[src/rtl/vga_route_pkg.sv]
package vga_route_pkg;

   typedef enum logic {
      ROUTE_PCI    = 1'b0,
      ROUTE_FABRIC = 1'b1
   } route_e;

   typedef struct packed {
      logic   valid;
      route_e route;
      logic   compat;
      logic   hit;
   } route_rec_t;

   localparam route_rec_t ROUTE_REC_IDLE = '{valid: 1'b0, route: ROUTE_PCI,
                                             compat: 1'b0, hit: 1'b0};

endpackage

[src/rtl/vga_mem_window.sv]
module vga_mem_window #(
   parameter int              ADDR_W = 24,
   parameter logic [ADDR_W-1:0] BASE = 'h0A0000,
   parameter logic [ADDR_W-1:0] LIMIT = 'h0BFFFF
) (
   input  logic [ADDR_W-1:0] addr,
   input  logic              is_io,
   output logic              hit
);

   if (LIMIT < BASE) begin : g_bad_range
      $error("vga_mem_window: LIMIT below BASE");
   end

   logic above_base;
   logic below_limit;

   assign above_base  = (addr >= BASE);
   assign below_limit = (addr <= LIMIT);
   assign hit         = !is_io && above_base && below_limit;

endmodule

[src/rtl/vga_io_window.sv]
module vga_io_window #(
   parameter int                       IO_W    = 10,
   parameter int                       NUM_WIN = 2,
   parameter logic [NUM_WIN*IO_W-1:0]  LO_VEC  = {10'h3C0, 10'h3B0},
   parameter logic [NUM_WIN*IO_W-1:0]  HI_VEC  = {10'h3DF, 10'h3BB}
) (
   input  logic [IO_W-1:0] io_addr,
   input  logic            is_io,
   output logic            hit
);

   if (NUM_WIN < 1) begin : g_bad_count
      $error("vga_io_window: NUM_WIN must be at least 1");
   end

   logic [NUM_WIN-1:0] win_hit;

   for (genvar w = 0; w < NUM_WIN; w++) begin : g_win
      localparam logic [IO_W-1:0] LO = LO_VEC[w*IO_W +: IO_W];
      localparam logic [IO_W-1:0] HI = HI_VEC[w*IO_W +: IO_W];

      if (HI < LO) begin : g_bad_win
         $error("vga_io_window: window limit below base");
      end

      assign win_hit[w] = (io_addr >= LO) && (io_addr <= HI);
   end

   assign hit = is_io && (|win_hit);

endmodule

[src/rtl/vga_route_reg.sv]
module vga_route_reg
   import vga_route_pkg::*;
(
   input  logic       clk,
   input  logic       rst_n,
   input  route_rec_t d,
   output route_rec_t q
);

   always_ff @(posedge clk) begin
      if (!rst_n) begin
         q <= ROUTE_REC_IDLE;
      end else if (d.valid) begin
         q <= d;
      end else begin
         q <= ROUTE_REC_IDLE;
      end
   end


   idle_defaults_chk: assert property (@(posedge clk) disable iff (!rst_n)
      !d.valid |=> (q == ROUTE_REC_IDLE));


   valid_follow_chk: assert property (@(posedge clk) disable iff (!rst_n)
      d.valid |=> q.valid);

endmodule

[src/rtl/vga_route_top.sv]
module vga_route_top
   import vga_route_pkg::*;
#(
   parameter int                       ADDR_W     = 24,
   parameter int                       IO_W       = 10,
   parameter logic [ADDR_W-1:0]        MEM_BASE   = 'h0A0000,
   parameter logic [ADDR_W-1:0]        MEM_LIMIT  = 'h0BFFFF,
   parameter int                       NUM_IO_WIN = 2,
   parameter logic [NUM_IO_WIN*IO_W-1:0] IO_LO_VEC = {10'h3C0, 10'h3B0},
   parameter logic [NUM_IO_WIN*IO_W-1:0] IO_HI_VEC = {10'h3DF, 10'h3BB}
) (
   input  logic              clk,
   input  logic              rst_n,
   input  logic              cfg_wr,
   input  logic              cfg_vga_en_d,
   output logic              cfg_vga_en_q,
   output logic              cfg_isa_en_q,
   input  logic              req_valid,
   input  logic [ADDR_W-1:0] req_addr,
   input  logic              req_is_io,
   input  logic              req_compat,
   output logic              rsp_valid,
   output logic              rsp_route,
   output logic              rsp_compat,
   output logic              rsp_vga_hit
);

   if (IO_W > ADDR_W) begin : g_bad_io_w
      $error("vga_route_top: IO_W wider than ADDR_W");
   end
   if (ADDR_W < 20) begin : g_bad_addr_w
      $error("vga_route_top: ADDR_W too narrow for the memory window");
   end

   // enable register
   logic vga_en_r;

   always_ff @(posedge clk) begin
      if (!rst_n) begin
         vga_en_r <= 1'b0;
      end else if (cfg_wr) begin
         vga_en_r <= cfg_vga_en_d;
      end
   end

   assign cfg_vga_en_q = vga_en_r;
   assign cfg_isa_en_q = 1'b0;

   // window decode
   logic mem_hit;
   logic io_hit;
   logic any_hit;
   logic fwd_fabric;

   vga_mem_window #(
      .ADDR_W (ADDR_W),
      .BASE   (MEM_BASE),
      .LIMIT  (MEM_LIMIT)
   ) u_mem_win (
      .addr   (req_addr),
      .is_io  (req_is_io),
      .hit    (mem_hit)
   );

   vga_io_window #(
      .IO_W    (IO_W),
      .NUM_WIN (NUM_IO_WIN),
      .LO_VEC  (IO_LO_VEC),
      .HI_VEC  (IO_HI_VEC)
   ) u_io_win (
      .io_addr (req_addr[IO_W-1:0]),
      .is_io   (req_is_io),
      .hit     (io_hit)
   );

   assign any_hit    = mem_hit | io_hit;
   assign fwd_fabric = any_hit & vga_en_r;

   // route decision and output register
   route_rec_t nxt;
   route_rec_t cur;

   always_comb begin
      nxt.valid  = req_valid;
      nxt.hit    = any_hit;
      nxt.route  = fwd_fabric ? ROUTE_FABRIC : ROUTE_PCI;
      nxt.compat = fwd_fabric ? 1'b0 : req_compat;
   end

   vga_route_reg u_out (
      .clk   (clk),
      .rst_n (rst_n),
      .d     (nxt),
      .q     (cur)
   );

   assign rsp_valid   = cur.valid;
   assign rsp_route   = cur.route;
   assign rsp_compat  = cur.compat;
   assign rsp_vga_hit = cur.hit;


   fabric_compat_low_chk: assert property (@(posedge clk) disable iff (!rst_n)
      (rsp_valid && rsp_route) |-> !rsp_compat);


   miss_goes_pci_chk: assert property (@(posedge clk) disable iff (!rst_n)
      (rsp_valid && !rsp_vga_hit) |-> !rsp_route);


   disabled_pci_chk: assert property (@(posedge clk) disable iff (!rst_n)
      (req_valid && !cfg_vga_en_q) |=> !rsp_route);


   cfg_load_chk: assert property (@(posedge clk) disable iff (!rst_n)
      cfg_wr |=> (cfg_vga_en_q == $past(cfg_vga_en_d)));


   cfg_hold_chk: assert property (@(posedge clk) disable iff (!rst_n)
      !cfg_wr |=> $stable(cfg_vga_en_q));

endmodule

[config.mk]
export PLATFORM = sky130hd
export DESIGN_NAME = vga_route_top
export DESIGN_NICKNAME = d
export VERILOG_FILES = /design/src/rtl/vga_route_pkg.sv /design/src/rtl/vga_mem_window.sv /design/src/rtl/vga_io_window.sv /design/src/rtl/vga_route_reg.sv /design/src/rtl/vga_route_top.sv
export SDC_FILE = /design/constraint.sdc
export NUM_CORES = 1
export LEC_CHECK = 0
export BUFFER_PORTS_ARGS = -buffer_cell sky130_fd_sc_hd__buf_2
export CAP_MARGIN = 25
export CELL_PAD_IN_SITES_DETAIL_PLACEMENT = 1
export CELL_PAD_IN_SITES_GLOBAL_PLACEMENT = 2
export CORE_UTILIZATION = 10
export DETAILED_ROUTE_END_ITERATION = 7
export PLACE_DENSITY = 0.75
export SLEW_MARGIN = 20
export SYNTH_ARGS = -nofsm -noshare
export SYNTH_HDL_FRONTEND = slang
export SYNTH_SLANG_ARGS = --single-unit
[constraint.sdc]
create_clock -name clk -period 2.4 [get_ports clk]
set_clock_uncertainty 0.15 [all_clocks]
set_input_delay 0.72 -clock clk [delete_from_list [all_inputs] [get_ports clk]]
set_output_delay 0.72 -clock clk [all_outputs]
set_load 0.05 [all_outputs]
==> results.rst <==
.. list-table::
   :header-rows: 1

   * - Metric
     - Value
   * - Routability Congestion
     - 0.608
   * - Share of the yosys chip area belonging to registers
     - 0.465
   * - Die area
     - 0.00234 mm²
   * - Count of inserted antenna diode cells
     - 0
   * - Nets@finish
     - 84
   * - Synthesized cell area
     - ~220 µm²
   * - Final design area excluding fillers
     - 398 µm²
   * - Area overhead of the layout relative to synthesis
     - 84.9%
   * - Clk_lat worst skew
     - 0.23 ns
   * - Maximum vdd drop
     - 0.110 mV
   * - Antenna violations before repair
     - 0
   * - Reg-to-reg setup timing slack
     - 1.54 ns
   * - Final core occ
     - 0.199
   * - Number of unique standard cell types used by synthesis
     - 17
   * - Worst min-delay path category
     - flip-flop to flip-flop
   * - Maximum clock frequency
     - slightly below 600 MHz
   * - Num rows
     - 16
   * - IO buf count
     - 26
   * - Wire length of the first global-routing pass
     - about 1000 µm
   * - Power, Total
     - about 0.22 mW
   * - Biggest cell delay along the critical path
     - approximately 0.33 ns
   * - Top-level I/O count
     - 37
   * - Start-to-end type of the worst setup path
     - flip-flop to output pin
   * - Final ANT Viol Nets
     - 0
   * - Final setup violating endpoints
     - 0
   * - Total global routing track utilization
     - 0.0562
   * - Mapped Cells
     - 23
   * - Critical-path cell list
     - buf_2
   * - Total number of clock tree sinks
     - 5
   * - Final period utilization
     - 0.712
   * - WL/cell
     - 7.00 µm
   * - Count of cells resized by post-cts repair
     - 0
   * - Post-route DRC
     - 0
   * - Cell Pwr Density
     - 555 mW/mm²
   * - Average instance area after synthesis
     - between 9 and 10 µm²
   * - Worst-path cell with the longest stage delay
     - sky130_fd_sc_hd__dfxtp_1
   * - Via count of the first global-routing pass
     - 286
   * - Hold bufs inserted after CTS
     - 0
   * - Setup TNS after final layout
     - 0 ns
   * - H-tree Lvls
     - 1
   * - Number of register bits inferred by synthesis
     - 5
   * - Cell class contributing the biggest share of worst-path delay
     - flip-flops
   * - Maximum number of pins on one net before global-route repair
     - 4
   * - Startpoint type of the worst setup path
     - flip-flop
   * - Arrival time at the worst endpoint
     - 0.84 ns
   * - Share of layout cells above drive strength 1
     - 0.577
   * - Number of buffers added by the clock tree synthesis step
     - 3
   * - Total cell area at the placement stage
     - around 370 µm²
   * - Largest fanout on the critical path
     - 3
   * - Time the final worst path needs with I/O delays and setup
     - 1.71 ns
   * - Kind of end point of the critical path
     - output pin
   * - Outcome
     - finished, final reports clean
   * - Post-Synthesis Net Count
     - 54
   * - Initial Util
     - 0.107
   * - Die span in y
     - 48.4 µm
   * - Routed WL
     - 553 µm
   * - Sum of buffers and inverters on the critical path
     - 1
   * - Total congestion overflow
     - 0
   * - Via/cell ratio
     - 3.70
   * - Worst endpoint required time
     - roughly 1.5 ns
   * - Routed vias
     - 292
   * - Max-slew violation total from the final report
     - 0
   * - Number of max-capacitance violations reported
     - 0
   * - Post-CTS Repair Setup Buffers
     - 0
   * - Die W
     - 48.4 µm
   * - Root buffer cell
     - sky130_fd_sc_hd__clkbuf_4
   * - Number of optimization iterations in the first detailed-route pass
     - 2
   * - Number of failing hold endpoints at the final stage
     - 0
   * - Yosys warning count
     - 0
   * - CTS max path bufs
     - 2
   * - CTS tree
     - built
   * - Clock slew seen by the registers of the worst setup and hold paths
     - 0.04 ns
   * - Drt initial violations
     - 2
   * - Unrepaired setup endpoints after global routing
     - false
   * - P_leak
     - 0.212 nW
   * - Core area
     - ~0.002 mm²
[report_power, final]
group / leakage [nW] / internal (mW) / switching, mW
sequential: 0.0409 / 0.0861 / 0.000960
combinational: 0.156 / 0.0183 / 0.0227
clock: 0.0150 / 0.0626 / 0.0300
total: 0.212 / 0.167 / 0.0537
[sequential cells by signal, indices dropped and copies added, names as in the netlist]
register / cells
cfg_vga_en_q: 1
u_out.q: 4
[final cells by class]
cell class              instances  area, µm²
well taps                      27       33.8
fillers                       264       1600
flip-flops and latches          5        100
clock buffers                   4       26.3
multi-input cells              15        100
repair buffers                 26        130
inverters                       2       7.51
[per-stage QoR]
stage	hold WS, ns	instances	worst slack (ns)
6_report	0.324	79	0.692
3_3_place_gp	0.324	75	0.595
2_1_floorplan	0.549	23	0.818
4_1_cts	0.332	79	0.679
5_1_grt	0.372	79	0.642
3_5_place_dp	0.326	75	0.584
[worst paths after layout]
kind                 from           end  cells past startpoint
max          cfg_vga_en_q  cfg_vga_en_q                      1
min          cfg_vga_en_q    u_out.q[2]                      2
max reg2reg  cfg_vga_en_q    u_out.q[1]                      2
min reg2reg  cfg_vga_en_q    u_out.q[2]                      2
[per-layer routing]
layer | part of all wire | global-route usage | up-vias
met4 | 0.014 | 0.0294 | 0
met1 | 0.34 | 0.0497 | 127
li1 | - | - | 138
met5 | 0 | 0 | -
met3 | 0.14 | 0.0283 | 2
met2 | 0.50 | 0.103 | 25
[cells in the final DEF, fill, tap and decap left out]
master,instances
sky130_fd_sc_hd__mux2i_1,1
sky130_fd_sc_hd__a22oi_1,1
sky130_fd_sc_hd__clkbuf_1,1
sky130_fd_sc_hd__a31oi_1,1
sky130_fd_sc_hd__nor4bb_2,1
sky130_fd_sc_hd__conb_1,1
sky130_fd_sc_hd__nand2b_1,1
sky130_fd_sc_hd__inv_1,2
sky130_fd_sc_hd__nand2_1,2
sky130_fd_sc_hd__dfxtp_1,5
sky130_fd_sc_hd__o211a_1,1
sky130_fd_sc_hd__nor2b_1,1
sky130_fd_sc_hd__nor2_1,1
sky130_fd_sc_hd__buf_2,26
sky130_fd_sc_hd__nand4_1,1
sky130_fd_sc_hd__nor4_1,1
sky130_fd_sc_hd__clkbuf_4,3
sky130_fd_sc_hd__nor3_1,1
sky130_fd_sc_hd__o21ai_0,1
[Yosys cell counts]
master,number,share of area
sky130_fd_sc_hd__a22oi_1,1,0.035
sky130_fd_sc_hd__a31oi_1,1,0.029
sky130_fd_sc_hd__buf_4,1,0.035
sky130_fd_sc_hd__conb_1,1,0.017
sky130_fd_sc_hd__dfxtp_1,5,0.47
sky130_fd_sc_hd__inv_1,2,0.035
sky130_fd_sc_hd__mux2i_1,1,0.047
sky130_fd_sc_hd__nand2_1,2,0.035
sky130_fd_sc_hd__nand2b_1,1,0.029
sky130_fd_sc_hd__nand4_1,1,0.029
sky130_fd_sc_hd__nor2_1,1,0.017
sky130_fd_sc_hd__nor2b_1,1,0.029
sky130_fd_sc_hd__nor3_1,1,0.023
sky130_fd_sc_hd__nor4_1,1,0.029
sky130_fd_sc_hd__nor4bb_2,1,0.076
sky130_fd_sc_hd__o211a_1,1,0.047
sky130_fd_sc_hd__o21ai_0,1,0.023
[cells by family (layout without fill, tap and decap cells)]
family	count (synthesis)	in the layout	share of synthesized area
AO/OA/AOI/OAI	4	4	0.134
buffers and inverters	3	32	0.0698
flip-flops	5	5	0.465
multiplexers	1	1	0.0465
other	1	1	0.0174
AND/OR/NAND/NOR	9	9	0.268
[worst register-to-register path: stages, from the launching register on]
cell	delay, ns
sky130_fd_sc_hd__dfxtp_1	0.33
sky130_fd_sc_hd__inv_1	0.06
sky130_fd_sc_hd__o211a_1	0.21
Note: power is estimated with default switching activity, not from simulation.
